<file path="src/rtl/slr_pkg.sv">
package slr_pkg;
  typedef enum logic [1:0] {
    SEL_NONE = 2'd0,
    SEL_LO   = 2'd1,
    SEL_HI   = 2'd2
  } rd_sel_e;
endpackage

</file>
<file path="src/rtl/slr_lock_ctrl.sv">
module slr_lock_ctrl (
  input  logic clk,
  input  logic rst_n,
  input  logic res_valid,
  input  logic rd_lo,
  input  logic rd_hi,
  output logic locked,
  output logic accept,
  output logic drop,
  output logic res_lost,
  output logic conv_done
);
  logic lock_nxt;

  // A result is taken only when no read pair is open or starting.
  assign drop   = res_valid & (locked | rd_lo);
  assign accept = res_valid & ~locked & ~rd_lo;

  // High read closes the pair; it wins over a simultaneous low read.
  always_comb begin
    lock_nxt = locked;
    if (rd_lo) lock_nxt = 1'b1;
    if (rd_hi) lock_nxt = 1'b0;
  end

  always_ff @(posedge clk) begin
    if (!rst_n) begin
      locked    <= 1'b0;
      res_lost  <= 1'b0;
      conv_done <= 1'b0;
    end else begin
      locked    <= lock_nxt;
      res_lost  <= drop;
      conv_done <= res_valid;
    end
  end

  AST_DROP_FLAGGED: assert property (@(posedge clk) disable iff (!rst_n)
    drop |=> res_lost);
  AST_LOST_HAS_CAUSE: assert property (@(posedge clk) disable iff (!rst_n)
    res_lost |-> conv_done);
  AST_DONE_EVERY: assert property (@(posedge clk) disable iff (!rst_n)
    res_valid |=> conv_done);
  AST_HI_UNLOCKS: assert property (@(posedge clk) disable iff (!rst_n)
    rd_hi |=> !locked);
  AST_LO_LOCKS: assert property (@(posedge clk) disable iff (!rst_n)
    rd_lo && !rd_hi |=> locked);
endmodule

</file>
<file path="src/rtl/slr_store.sv">
module slr_store #(
  parameter int RES_W = 10
) (
  input  logic             clk,
  input  logic             rst_n,
  input  logic             wr_en,
  input  logic [RES_W-1:0] wr_data,
  output logic [RES_W-1:0] value
);
  always_ff @(posedge clk) begin
    if (!rst_n)     value <= '0;
    else if (wr_en) value <= wr_data;
  end

  AST_WRITE_LANDS: assert property (@(posedge clk) disable iff (!rst_n)
    wr_en |=> value == $past(wr_data));
endmodule

</file>
<file path="src/rtl/slr_rd_mux.sv">
module slr_rd_mux
  import slr_pkg::*;
#(
  parameter int RES_W = 10,
  parameter int BUS_W = 8
) (
  input  rd_sel_e          sel,
  input  logic [RES_W-1:0] value,
  output logic [BUS_W-1:0] rd_data
);
  localparam int HI_W = RES_W - BUS_W;

  function automatic logic [BUS_W-1:0] lo_part(input logic [RES_W-1:0] v);
    return v[BUS_W-1:0];
  endfunction

  function automatic logic [BUS_W-1:0] hi_part(input logic [RES_W-1:0] v);
    logic [BUS_W-1:0] r;
    r = '0;
    r[HI_W-1:0] = v[RES_W-1:BUS_W];
    return r;
  endfunction

  always_comb begin
    case (sel)
      SEL_LO:  rd_data = lo_part(value);
      SEL_HI:  rd_data = hi_part(value);
      default: rd_data = '0;
    endcase
  end

  always_comb begin
    if (sel == SEL_HI)
      AST_HI_PAD_ZERO: assert (rd_data[BUS_W-1:HI_W] == '0);
  end
endmodule

</file>
<file path="src/rtl/locked_result_reg.sv">
module locked_result_reg
  import slr_pkg::*;
#(
  parameter int RES_W = 10,
  parameter int BUS_W = 8
) (
  input  logic             clk,
  input  logic             rst_n,
  input  logic             res_valid,
  input  logic [RES_W-1:0] res_data,
  input  logic             rd_lo,
  input  logic             rd_hi,
  output logic [BUS_W-1:0] rd_data,
  output logic             res_lost,
  output logic             conv_done
);
  logic             locked;
  logic             accept;
  logic             drop;
  logic [RES_W-1:0] stored;
  rd_sel_e          sel;

  assign sel = rd_lo ? SEL_LO : (rd_hi ? SEL_HI : SEL_NONE);

  slr_lock_ctrl u_ctrl (
    .clk       (clk),
    .rst_n     (rst_n),
    .res_valid (res_valid),
    .rd_lo     (rd_lo),
    .rd_hi     (rd_hi),
    .locked    (locked),
    .accept    (accept),
    .drop      (drop),
    .res_lost  (res_lost),
    .conv_done (conv_done)
  );

  slr_store #(.RES_W(RES_W)) u_store (
    .clk     (clk),
    .rst_n   (rst_n),
    .wr_en   (accept),
    .wr_data (res_data),
    .value   (stored)
  );

  slr_rd_mux #(.RES_W(RES_W), .BUS_W(BUS_W)) u_mux (
    .sel     (sel),
    .value   (stored),
    .rd_data (rd_data)
  );

  AST_LOCK_FREEZES: assert property (@(posedge clk) disable iff (!rst_n)
    locked |=> $stable(stored));
  AST_DROP_NO_WRITE: assert property (@(posedge clk) disable iff (!rst_n)
    drop |=> $stable(stored));
  AST_COINCIDE_DROPS: assert property (@(posedge clk) disable iff (!rst_n)
    locked && rd_hi && res_valid |=> res_lost);
  AST_BOTH_UNLOCK: assert property (@(posedge clk) disable iff (!rst_n)
    rd_lo && rd_hi |=> !locked);
endmodule

</file>
<file path="config.mk">
export PLATFORM = sky130hd
export DESIGN_NAME = locked_result_reg
export DESIGN_NICKNAME = d
export VERILOG_FILES = /design/src/rtl/slr_pkg.sv /design/src/rtl/slr_lock_ctrl.sv /design/src/rtl/slr_store.sv /design/src/rtl/slr_rd_mux.sv /design/src/rtl/locked_result_reg.sv
export SDC_FILE = /design/constraint.sdc
export NUM_CORES = 1
export LEC_CHECK = 0
export BUFFER_PORTS_ARGS = -buffer_cell sky130_fd_sc_hd__buf_2
export CELL_PAD_IN_SITES_DETAIL_PLACEMENT = 1
export CELL_PAD_IN_SITES_GLOBAL_PLACEMENT = 2
export CORE_MARGIN = 5
export CORE_UTILIZATION = 24
export DETAILED_ROUTE_END_ITERATION = 12
export PLACE_DENSITY_LB_ADDON = 0.1
export REMOVE_ABC_BUFFERS = 1
export SLEW_MARGIN = 5
export SYNTH_ARGS = -nofsm -noshare
export SYNTH_HDL_FRONTEND = slang
export SYNTH_SLANG_ARGS = --single-unit
</file>
<file path="constraint.sdc">
create_clock -name clk -period 0.99 [get_ports clk]
set_input_delay 0 -clock clk [delete_from_list [all_inputs] [get_ports clk]]
set_output_delay 0 -clock clk [all_outputs]
set_load 0.03 [all_outputs]
</file>
Word level (Yosys, flattened, before mapping) --
Index checks and enable logic that the tools add are counted.
Storage, ports and cells: input bits 15, flip-flop bits (word level) 13, logic and storage cells 17, bits in read-only memories 0, bits in writable memories 0, bits in latches 0, memories kept 0
Operators by class: equality and inequality tests 2, reduce and logical (&&, ||, !) cells 1, mux-type cells 3, $add $sub $neg 0, multipliers 0, divide/modulo/power cells 0, order comparisons 0, bitwise gates (word level) 7, shift operators 0
Operator list (number):
- $pmux 8 s2 | 1
- $mux 2 | 2
- $and 1x1->1 | 3
- $not 1->1 | 3
- $eq 2x1->1 const B | 1
- $eq 2x2->1 const B | 1
- $reduce_or 2->1 | 1
- $or 1x1->1 | 1

Longest topological paths before layout --
Gate-level depths: netlist of run 1.
word-level depth 4, gate-level depth with buffers 3, mapped depth without buffers 2

Modules after synthesis --
From an unflattened synthesis of run 1, not the netlist that was laid out.
Second synthesis, totals: cell total of the unflattened synthesis 55, area, all modules 589.3 sq um
Modules (own cells, without submodules):
- slr_store | instances 1, cells each 31, area each 374.1 sq um
- slr_lock_ctrl | instances 1, cells each 9, area each 101.3 sq um
- slr_rd_mux | instances 1, cells each 14, area each 100.1 sq um
- locked_result_reg | instances 1, cells each 1, area each 13.8 sq um

Least setup slack after synthesis of run 1 --
Ideal clock, no wire load.
kind reg2out, start register u_store.value[8], end output rd_data[0], arrival 1026 ps, buffers on the path 0, cell stages (with the launch flop) 3, path slack -36 ps, cell sequence dfxtp_1 > nand2_1 > o21ai_0
Between the ends: longest elaborated chain between the ends 1
Ends and longest elaborated chain:
- from (decl) | RTL line slr_store.sv:8 | output logic [RES_W-1:0] value
- from (signal assigned) | RTL line slr_store.sv:12 | else if (wr_en) value <= wr_data;
- $pmux 8 s2 | RTL line slr_rd_mux.sv:25 | case (sel)
- to (decl) | RTL line locked_result_reg.sv:13 | output logic [BUS_W-1:0] rd_data,
No other way between the ends.

Final worst setup path of run 1 --
start register u_ctrl.locked, end register u_store.value[8]
Between the ends: longest elaborated chain between the ends 3
Ends and longest elaborated chain:
- from (decl) | RTL line slr_lock_ctrl.sv:7 | output logic locked,
- from (signal assigned) | RTL line slr_lock_ctrl.sv:32 | locked <= lock_nxt;
- $not 1->1 | RTL line slr_lock_ctrl.sv:17 | assign accept = res_valid & ~locked & ~rd_lo;
- $and 1x1->1 (2 in a row) | RTL line slr_lock_ctrl.sv:17
No other way between the ends. A chain may end at the register's enable or synchronous reset.

==> key figures, run 1 <==
Finish
  – Share of cells above drive strength 1: 0.3365
  – Area Overhead vs Synth: 58.17%
  – # diodes: 0
  – Non-Filler Instances: 132
  – Final Cell Area: 884.6 um2
  – Nets@finish: 120

Die
  – DIE HEIGHT: 58.28 um
  – Die Wd: 58.28 um
  – Die area: 3396 um2
  – I/O Pins: 25
  – Core area: between 2000 and 2500 um2
  – Starting density of the core: 0.2528
  – Cell Rows: 17

STA
  – Slew Viols, Final: 0
  – Clk_skew: 0.001300 ns
  – Unrepaired setup endpoints after global routing: true
  – Max Fclk: 1018 MHz
  – Final Cycle Share: 0.9926
  – Relative slew slack: 0.7493
  – Measured slew at the worst slew-check pin: 0.3761 ns
  – Min Tclk post-route: 0.9826 ns
  – Final hold vios: 0
  – Final setup viols: 0

Clocking
  – Clock buffer depth: 2
  – TritonCTS buffer count: 3
  – CTS H-Tree Depth: 1
  – CTS root buffer: clkbuf_4
  – Num Clock Sinks: 13
  – Setup bufs post-CTS: 0
  – Skew-Pair Late Insertion Delay: 0.27 ns
  – Worst-path clk slew: 0.08 ns
  – CTS tree: yes

Min path
  – Hold Path Depth: 3
  – HP Class: primary input to flop
  – HP Start: rst_n
  – Hold Crit Endpoint: u_store.value[9]

Global route
  – Met1 usage: 0.1148
  – GR Layer Usage met2: 0.1515
  – First-pass GRT wire length: 2470 um
  – Initial antenna violation count: 0
  – Pin count of the biggest net entering global routing: 23
  – Met3 usage: 0.04454
  – All-Layer GR Usage: 0.09452
  – Number of global-route vias before repair: 560
  – Busiest grt layer: met2
  – Grt ovf: 0

Synth
  – Netlist Area Pre-Place: 559.3 um2
  – Count of mapped cells out of synthesis: between 60 and 70
  – Top cells by count, synth: nand2_1 (24), dfxtp_1 (13), mux2i_1 (10), and2_1 (7), buf_2 (3)
  – Most common cell in the synthesized netlist: nand2_1
  – Post-synth EDFFs: 0
  – Leading area contributor after synthesis: dfxtp_1
  – Cell variety after synth: 11
  – Seq/Total Area, Yosys: 0.4653
  – Ys Warns: 0
  – Yosys top cell area share: 0.4653
  – Mean area per synthesized cell: 8.604 um2
  – Area contributors post-synth: dfxtp_1 (47%), mux2i_1 (18%), nand2_1 (16%)
  – Dominant synthesized flop cell: dfxtp_1
  – Async S/R FF share, synth: 0
  – Yosys reg bits: 13

Critical path
  – CP endpoint kind: flop
  – Setup crit start kind: flop
  – R2r setup slk: 0.007 ns
  – Crit Path Category: flop to flop
  – WP data required: 1.19 ns
  – CP Max Fanout: 6
  – Arr. time, crit path: 1.18 ns
  – FF-to-FF Start: u_ctrl.locked
  – RR Endpoint: u_store.value[8]
  – Reg2Reg Depth: 3

Power
  – Power per Cell Area: 1236 nW/um2
  – Static leakage: 0.4071 nW
  – VDD IR-drop max: 0.0007413 V

Detailed routing
  – Routed Antenna Nets: 0
  – First DRT Iteration DRCs: 2
  – Number of iterations in the first detailed-routing pass: 2
  – Post-DR vias/cell: ~4.2
  – WL per Instance: 10.73 um
  – Vias: between 500 and 600
  – DRC errors left: 0
  – Drt total wl: 1417 um

Placement
  – Placed cell area: 710.7 um2
  – Number of port buffers: 24
  – Placed cell count: roughly 120
  – DP HPWL: between 1000 and 1500 um
  – Routability cong.: roughly 0.7

Flow run
  – Max cap viols: 0

Status
  – Outcome: completed
## critical path: stages, from the launching register on
cell and delay, ns:
dfxtp_2 0.34, nor3b_4 0.23, buf_6 0.17, mux2i_1 0.18
## registers in the layout, indices dropped and copies added (netlist names)
register	flops
u_ctrl.res_lost	1
u_ctrl.conv_done	1
u_store.value	10
u_ctrl.locked	1
## worst max-delay path by stage
stage	startpoint	to	slack, ns
after floorplan	u_ctrl.locked	u_store.value[0]	-0.28
after global placement	u_ctrl.locked	u_store.value[1]	0.05
after detailed placement	u_ctrl.locked	u_store.value[3]	0.01
after CTS	u_store.value[8]	rd_data[0]	-0.0002
after global routing	u_ctrl.locked	u_store.value[7]	-0.08
final	u_ctrl.locked	u_store.value[8]	0.007
## cells by family (layout without fill, tap and decap cells)
kind of cell | count (synthesis) | after routing | share of synthesized area
flip-flops | 13 | 13 | 0.4653
buffers and inverters | 5 | 44 | 0.05368
multiplexers | 10 | 10 | 0.1790
AND/OR/NAND/NOR | 34 | 34 | 0.2752
AO/OA/AOI/OAI | 3 | 3 | 0.02684
## power by group
group	switching [mW]	internal, mW	total [mW]
Clock	0.166	0.156	0.322
Combinational	0.102	0.107	0.209
Sequential	0.0122	0.550	0.563
Total	0.280	0.813	1.09
## stage by stage
step                      setup TNS, ns  total power, mW    util  hold slack, ns  setup WS, ns
after detailed placement              0           0.7392  0.3213          0.2111       0.01115
after floorplan                  -2.824           0.6560       -         0.07238       -0.2752
after CTS                    -0.0002094            1.116  0.3903          0.1581    -0.0002094
final                                 0            1.093  0.3999          0.1585      0.007355
after global placement                0           0.7363  0.3213          0.2149       0.05017
after global routing            -0.6273            1.171  0.3999          0.1784      -0.08120
## layer usage
metal / vias up / routed length [um]
met5: - / 0
li1: 283 / -
met4: 0 / 13
met3: 2 / 114
met1: 250 / 652
met2: 15 / 637
## area by class of cell
class | count | area (um2)
multi-input cells | 47 | 277.8
fillers | 285 | 1328
well taps | 28 | 35.03
repair buffers | 39 | 277.8
clock buffers | 4 | 26.28
flip-flops and latches | 13 | 264.0
inverters | 1 | 3.754
## timing repair
item                                    in CTS  in global routing
gates resized for setup                      4                  8
endpoints found under the hold margin       13                  0
endpoints found under the setup margin       3                 13
hold buffers                                12                  0
pin swaps                                    1                  2
## cells in the final DEF, fill, tap and decap left out, drive strengths merged
cell	Yosys	layout
inv	1	1
dfxtp	13	13
o21ai	3	3
dlygate4sd3	0	12
mux2i	10	10
nand2	24	24
nor3b	1	1
buf	4	26
and2	7	7
clkbuf	0	5
nor2	2	2
Note: power is estimated with default switching activity, not from simulation.
==> inputs of run 2 (changes only) <==
==> constraint.sdc (replaced) <==
create_clock -name clk -period 0.99 [get_ports clk]
set_input_delay 0.1485 -clock clk [delete_from_list [all_inputs] [get_ports clk]]
set_output_delay 0.1485 -clock clk [all_outputs]
set_load 0.03 [all_outputs]
==> key figures, run 2 (synthesis results as in run 1) <==
Placement
  – Number of port buffers: 24
  – Routability cong.: around 0.62
  – Dpl ws: -0.02230 ns
  – Placed cell area: ~730 um2
  – Placed cell count: 117

Global route
  – All-Layer GR Usage: 0.09045
  – First-pass GRT wire length: 2283 um
  – Pin count of the biggest net entering global routing: 23
  – Initial antenna violation count: 0
  – Number of global-route vias before repair: 526
  – Grt ovf: 0

Clocking
  – Hold_buf cts: 0
  – Worst-path clk slew: ~0.08 ns
  – TritonCTS buffer count: 3
  – Skew-Pair Late Insertion Delay: 0.28 ns
  – CTS H-Tree Depth: 1
  – Clock buffer depth: 2
  – CTS root buffer: clkbuf_4
  – Num Clock Sinks: 13
  – CTS tree: yes

Critical path
  – WP buf/inv: 1
  – CP startpoint: u_store.value[8]
  – FF-to-FF Start: u_ctrl.locked
  – CP max stage cell: dfxtp_2
  – CP endpoint kind: primary output
  – CP Max Fanout: 2
  – Delay of the slowest critical-path stage: approximately 0.33 ns
  – CP cell instances: nand2_1 > o21ai_2 > buf_4
  – Crit Path Category: flop to primary output
  – Kind of cell adding the most delay to the critical path: flip-flops
  – Arr. time, crit path: 0.93 ns
  – Setup crit start kind: flop
  – WP data required: 0.84 ns

STA
  – Min Tclk post-route: around 1.1 ns
  – Final worst setup slack: -0.09278 ns
  – Clk_skew: between 0.009 and 0.01 ns
  – Final setup viols: 9
  – Relative slew slack: 0.8737
  – Final Cycle Share: 1.094
  – Unrepaired setup endpoints after global routing: true
  – Max Fclk: about 900 MHz
  – Measured slew at the worst slew-check pin: 0.1895 ns
  – Final hold vios: 0
  – Slew Viols, Final: 0
  – TNS Setup: -0.2484 ns

Detailed routing
  – Number of iterations in the first detailed-routing pass: 2
  – Vias: 541
  – DRC errors left: 0
  – Drt total wl: roughly 1400 um
  – WL per Instance: 11.53 um
  – Post-DR vias/cell: 4.363
  – First DRT Iteration DRCs: 1
  – Routed Antenna Nets: 0

Finish
  – Largest Register: u_store.value
  – Most common cell after layout, fill and taps aside: nand2_1
  – # diodes: 0
  – Nets@finish: 112
  – Core Util, Final: 0.3841
  – Non-Filler Instances: 124
  – Most frequent cells in the layout: nand2_1 (24), buf_2 (16), mux2i_1 (10)
  – Fillcell total: between 200 and 300
  – Area Overhead vs Synth: 51.90%
  – Final Cell Area: 849.6 um2
  – Share of cells above drive strength 1: 0.5208
  – Max FFs per register: 10

Status
  – Violated checks: setup timing
  – Outcome: finished with violations

Flow run
  – Max cap viols: 0

Power
  – Switching share of total power: 0.2602
  – Pint: 0.8075 mW
  – Logic pwr share: 0.184
  – Net Sw Power: 0.2840 mW
  – Reg power frac: 0.517
  – Static leakage: 0.3951 nW
  – Clk pwr share: 0.299
  – Power per Cell Area: ~1300 nW/um2
  – VDD IR-drop max: between 0.0007 and 0.0008 V

Die
  – Core area: around 2200 um2
  – Cell Rows: 17
  – I/O Pins: 25
  – Die area: 3396 um2
  – DIE HEIGHT: about 60 um
  – Starting density of the core: 0.2528
  – Die Wd: 58.28 um

Min path
  – HP Class: primary input to flop
  – HP Start: rd_hi
==> run 2: changes by cell type in the layout (fill, tap and decap cells not counted), moves of 4 or more <==
cell,previous run,this run
and2_4,0,5
buf_2,21,16
dfxtp_1,10,4
dfxtp_2,3,9
and2_1,7,2
buf_4,3,8
buf_6,2,6
dlygate4sd3_1,12,0
==> run 2: per-layer routing <==
layer  track usage  share of wire
met2        0.1419           0.49
met1        0.1070           0.43
met4       0.03974         0.0070
met3       0.03786          0.070
met5             0              0
==> run 2: final timing paths <==
check / to / slack, ns / cells past startpoint
max: rd_data[0] / -0.09 / 3
min reg2reg: u_store.value[5] / 0.46 / 2
max reg2reg: u_store.value[4] / -0.01 / 3
min: u_ctrl.locked / 0.07 / 2
==> run 2: power by group through the flow <==
stage          Combinational [mW]  Sequential, mW  Clock, mW
2_1_floorplan              0.0774           0.579          0
3_3_place_gp                0.174           0.572          0
3_5_place_dp                0.176           0.573          0
4_1_cts                     0.196           0.565      0.349
5_1_grt                     0.220           0.568      0.370
6_report                    0.200           0.565      0.326
==> run 2: stage by stage <==
step	power, mW	hold WS (ns)
final	1.092	0.06852
after CTS	1.109	0.06556
after global routing	1.157	0.06813
after detailed placement	0.7490	0.3668
after global placement	0.7454	0.3627
after floorplan	0.6560	0.2209
==> run 2: repair_timing <==
item / CTS / global route
endpoints found under the setup margin: 9 / 14
buffers inserted: 0 / 3
gates resized for setup: 30 / 1
pin swaps: 1 / 1
==> run 2: final cells by class <==
cell class / instances / area, um2 / area share
sequential: 13 / 271.5 / 0.3196
timing repair buffer: 31 / 227.7 / 0.2680
clock buffer: 4 / 26.28 / 0.03093
inverter: 1 / 3.754 / 0.004418
multi-input combinational: 47 / 285.3 / 0.3358
tap: 28 / 35.03 / 0.04124
==> inputs of run 3 (changes only) <==
--- a/config.mk
+++ b/config.mk
@@ -5,12 +5,12 @@
 export SDC_FILE = /design/constraint.sdc
 export NUM_CORES = 1
 export LEC_CHECK = 0
-export BUFFER_PORTS_ARGS = -buffer_cell sky130_fd_sc_hd__buf_2
 export CELL_PAD_IN_SITES_DETAIL_PLACEMENT = 1
 export CELL_PAD_IN_SITES_GLOBAL_PLACEMENT = 2
 export CORE_MARGIN = 5
-export CORE_UTILIZATION = 24
+export CORE_UTILIZATION = 31
 export DETAILED_ROUTE_END_ITERATION = 12
+export DONT_BUFFER_PORTS = 1
 export PLACE_DENSITY_LB_ADDON = 0.1
 export REMOVE_ABC_BUFFERS = 1
 export SLEW_MARGIN = 5
==> key figures, run 3 (synthesis results as in run 1) <==
Detailed routing
  – Drt total wl: 1354 um
  – DRC errors left: 0
  – Post-DR vias/cell: 4.547
  – First DRT Iteration DRCs: 3
  – WL per Instance: 12.77 um
  – Routed Antenna Nets: 0
  – Vias: 482
  – Number of iterations in the first detailed-routing pass: 2

STA
  – Final setup viols: 2
  – Unrepaired setup endpoints after global routing: true
  – Slew Viols, Final: 0
  – Final worst setup slack: -0.09841 ns
  – Min Tclk post-route: 1.088 ns
  – Final hold vios: 0
  – Relative slew slack: 0.8055
  – Max Fclk: 918.8 MHz
  – Measured slew at the worst slew-check pin: approximately 0.29 ns
  – Clk_skew: 0.0008596 ns
  – Final Cycle Share: 1.099
  – Final Hold Slack: 0.006970 ns

Global route
  – Number of global-route vias before repair: 462
  – Grt ovf: 0
  – First-pass GRT wire length: 2166 um
  – Pin count of the biggest net entering global routing: 22
  – Initial antenna violation count: 0
  – All-Layer GR Usage: 0.1114

Finish
  – Most common cell after layout, fill and taps aside: nand2_1
  – Max FFs per register: 10
  – Final Cell Area: 784.5 um2
  – Share of cells above drive strength 1: 0.3210
  – Core Util, Final: 0.4543
  – Nets@finish: 97
  – # diodes: 0
  – Area Overhead vs Synth: 40.27%
  – Fillcell total: 210
  – Largest Register: u_store.value
  – Most frequent cells in the layout: nand2_1 (23), dlygate4sd3_1 (11), mux2i_1 (10)

Clocking
  – CTS tree: yes
  – CTS root buffer: clkbuf_4
  – Skew-Pair Late Insertion Delay: ~0.27 ns
  – Num Clock Sinks: 13
  – Worst-path clk slew: approximately 0.08 ns
  – Clock buffer depth: 2
  – TritonCTS buffer count: 3
  – CTS H-Tree Depth: 1

Die
  – Die Wd: 52.48 um
  – Core area: 1727 um2
  – Cell Rows: 15
  – I/O Pins: 25
  – DIE HEIGHT: 52.48 um
  – Die area: 2754 um2
  – Starting density of the core: 0.3239

Critical path
  – WP buf/inv: 1
  – CP Depth: 3
  – WP data required: ~0.84 ns
  – Setup crit start kind: flop
  – Kind of cell adding the most delay to the critical path: flip-flops
  – Arr. time, crit path: 0.94 ns
  – Crit Path Category: flop to primary output
  – Reg2Reg Depth: 3
  – CP endpoint kind: primary output
  – CP Max Fanout: 2
  – CP cell instances: nand2_2 > o21ai_2 > buf_4
  – Delay of the slowest critical-path stage: 0.34 ns
  – CP max stage cell: dfxtp_2

Placement
  – Placed cell area: 594.3 um2
  – Number of port buffers: 0
  – Dpl ws: around 0.011 ns
  – Routability cong.: 0.6328

Power
  – Switching share of total power: 0.2478
  – Reg power frac: 0.544
  – Tot Pwr: 1.056 mW
  – Pint: 0.7940 mW
  – Logic pwr share: 0.145
  – Static leakage: between 0.3 and 0.4 nW
  – Net Sw Power: 0.2616 mW
  – Power per Cell Area: 1346 nW/um2
  – VDD IR-drop max: 0.0006053 V
  – Clk pwr share: 0.311

Status
  – Violated checks: setup timing
  – Outcome: finished with violations

Min path
  – Hold Path Depth: 2
  – HP Class: primary input to flop

Flow run
  – Max cap viols: 0
run 3: cell types whose count changed in the layout (fill, tap and decap cells not counted), sizes merged:
cell         previous run  this run
buf                    31         5
dlygate4sd3             0        11
run 3: what timing repair did:
action / 4_1_cts / 5_1_grt
endpoints found under the hold margin: 9 / 4
endpoints found under the setup margin: 9 / 18
setup buffers: 1 / 0
hold buffers: 9 / 2
gates resized for setup: 16 / 12
pin swaps: 0 / 8
run 3: cell type report:
type	instances	area, um2	area share
sequential	13	271.5	0.3461
timing repair buffer	16	155.1	0.1978
tap	25	31.28	0.03987
clock buffer	4	26.28	0.03349
inverter	1	3.754	0.004785
multi-input combinational	47	296.5	0.3780
run 3: layer usage:
metal,global-route usage,vias to the layer above,routed length [um]
met5,0,-,0
met4,0.03830,0,16
met3,0.06553,2,137
met2,0.1736,18,646
met1,0.1248,223,554
li1,-,239,-
run 3: path summary, 6_finish.rpt:
check / from / to / slack, ns
setup / recovery: u_store.value[9] / rd_data[1] / -0.1
hold / removal: res_data[4] / u_store.value[4] / 0.007
setup reg to reg: u_ctrl.locked / u_store.value[1] / 0.01
hold reg to reg: u_store.value[3] / u_store.value[3] / 0.46
run 3: power groups by stage:
stage          clock network (mW)  registers [mW]  logic (mW)
6_report                    0.329           0.574       0.153
5_1_grt                     0.372           0.578       0.166
4_1_cts                     0.347           0.570       0.139
3_5_place_dp                    0           0.581      0.0983
3_3_place_gp                    0           0.580      0.0976
2_1_floorplan                   0           0.579      0.0774
run 3: per-stage QoR:
step           instances  TNS (ns)
3_5_place_dp          90         0
5_1_grt              106   -0.6681
4_1_cts              104   -0.2180
6_report             106   -0.1908
2_1_floorplan         61    -3.121
3_3_place_gp          90         0
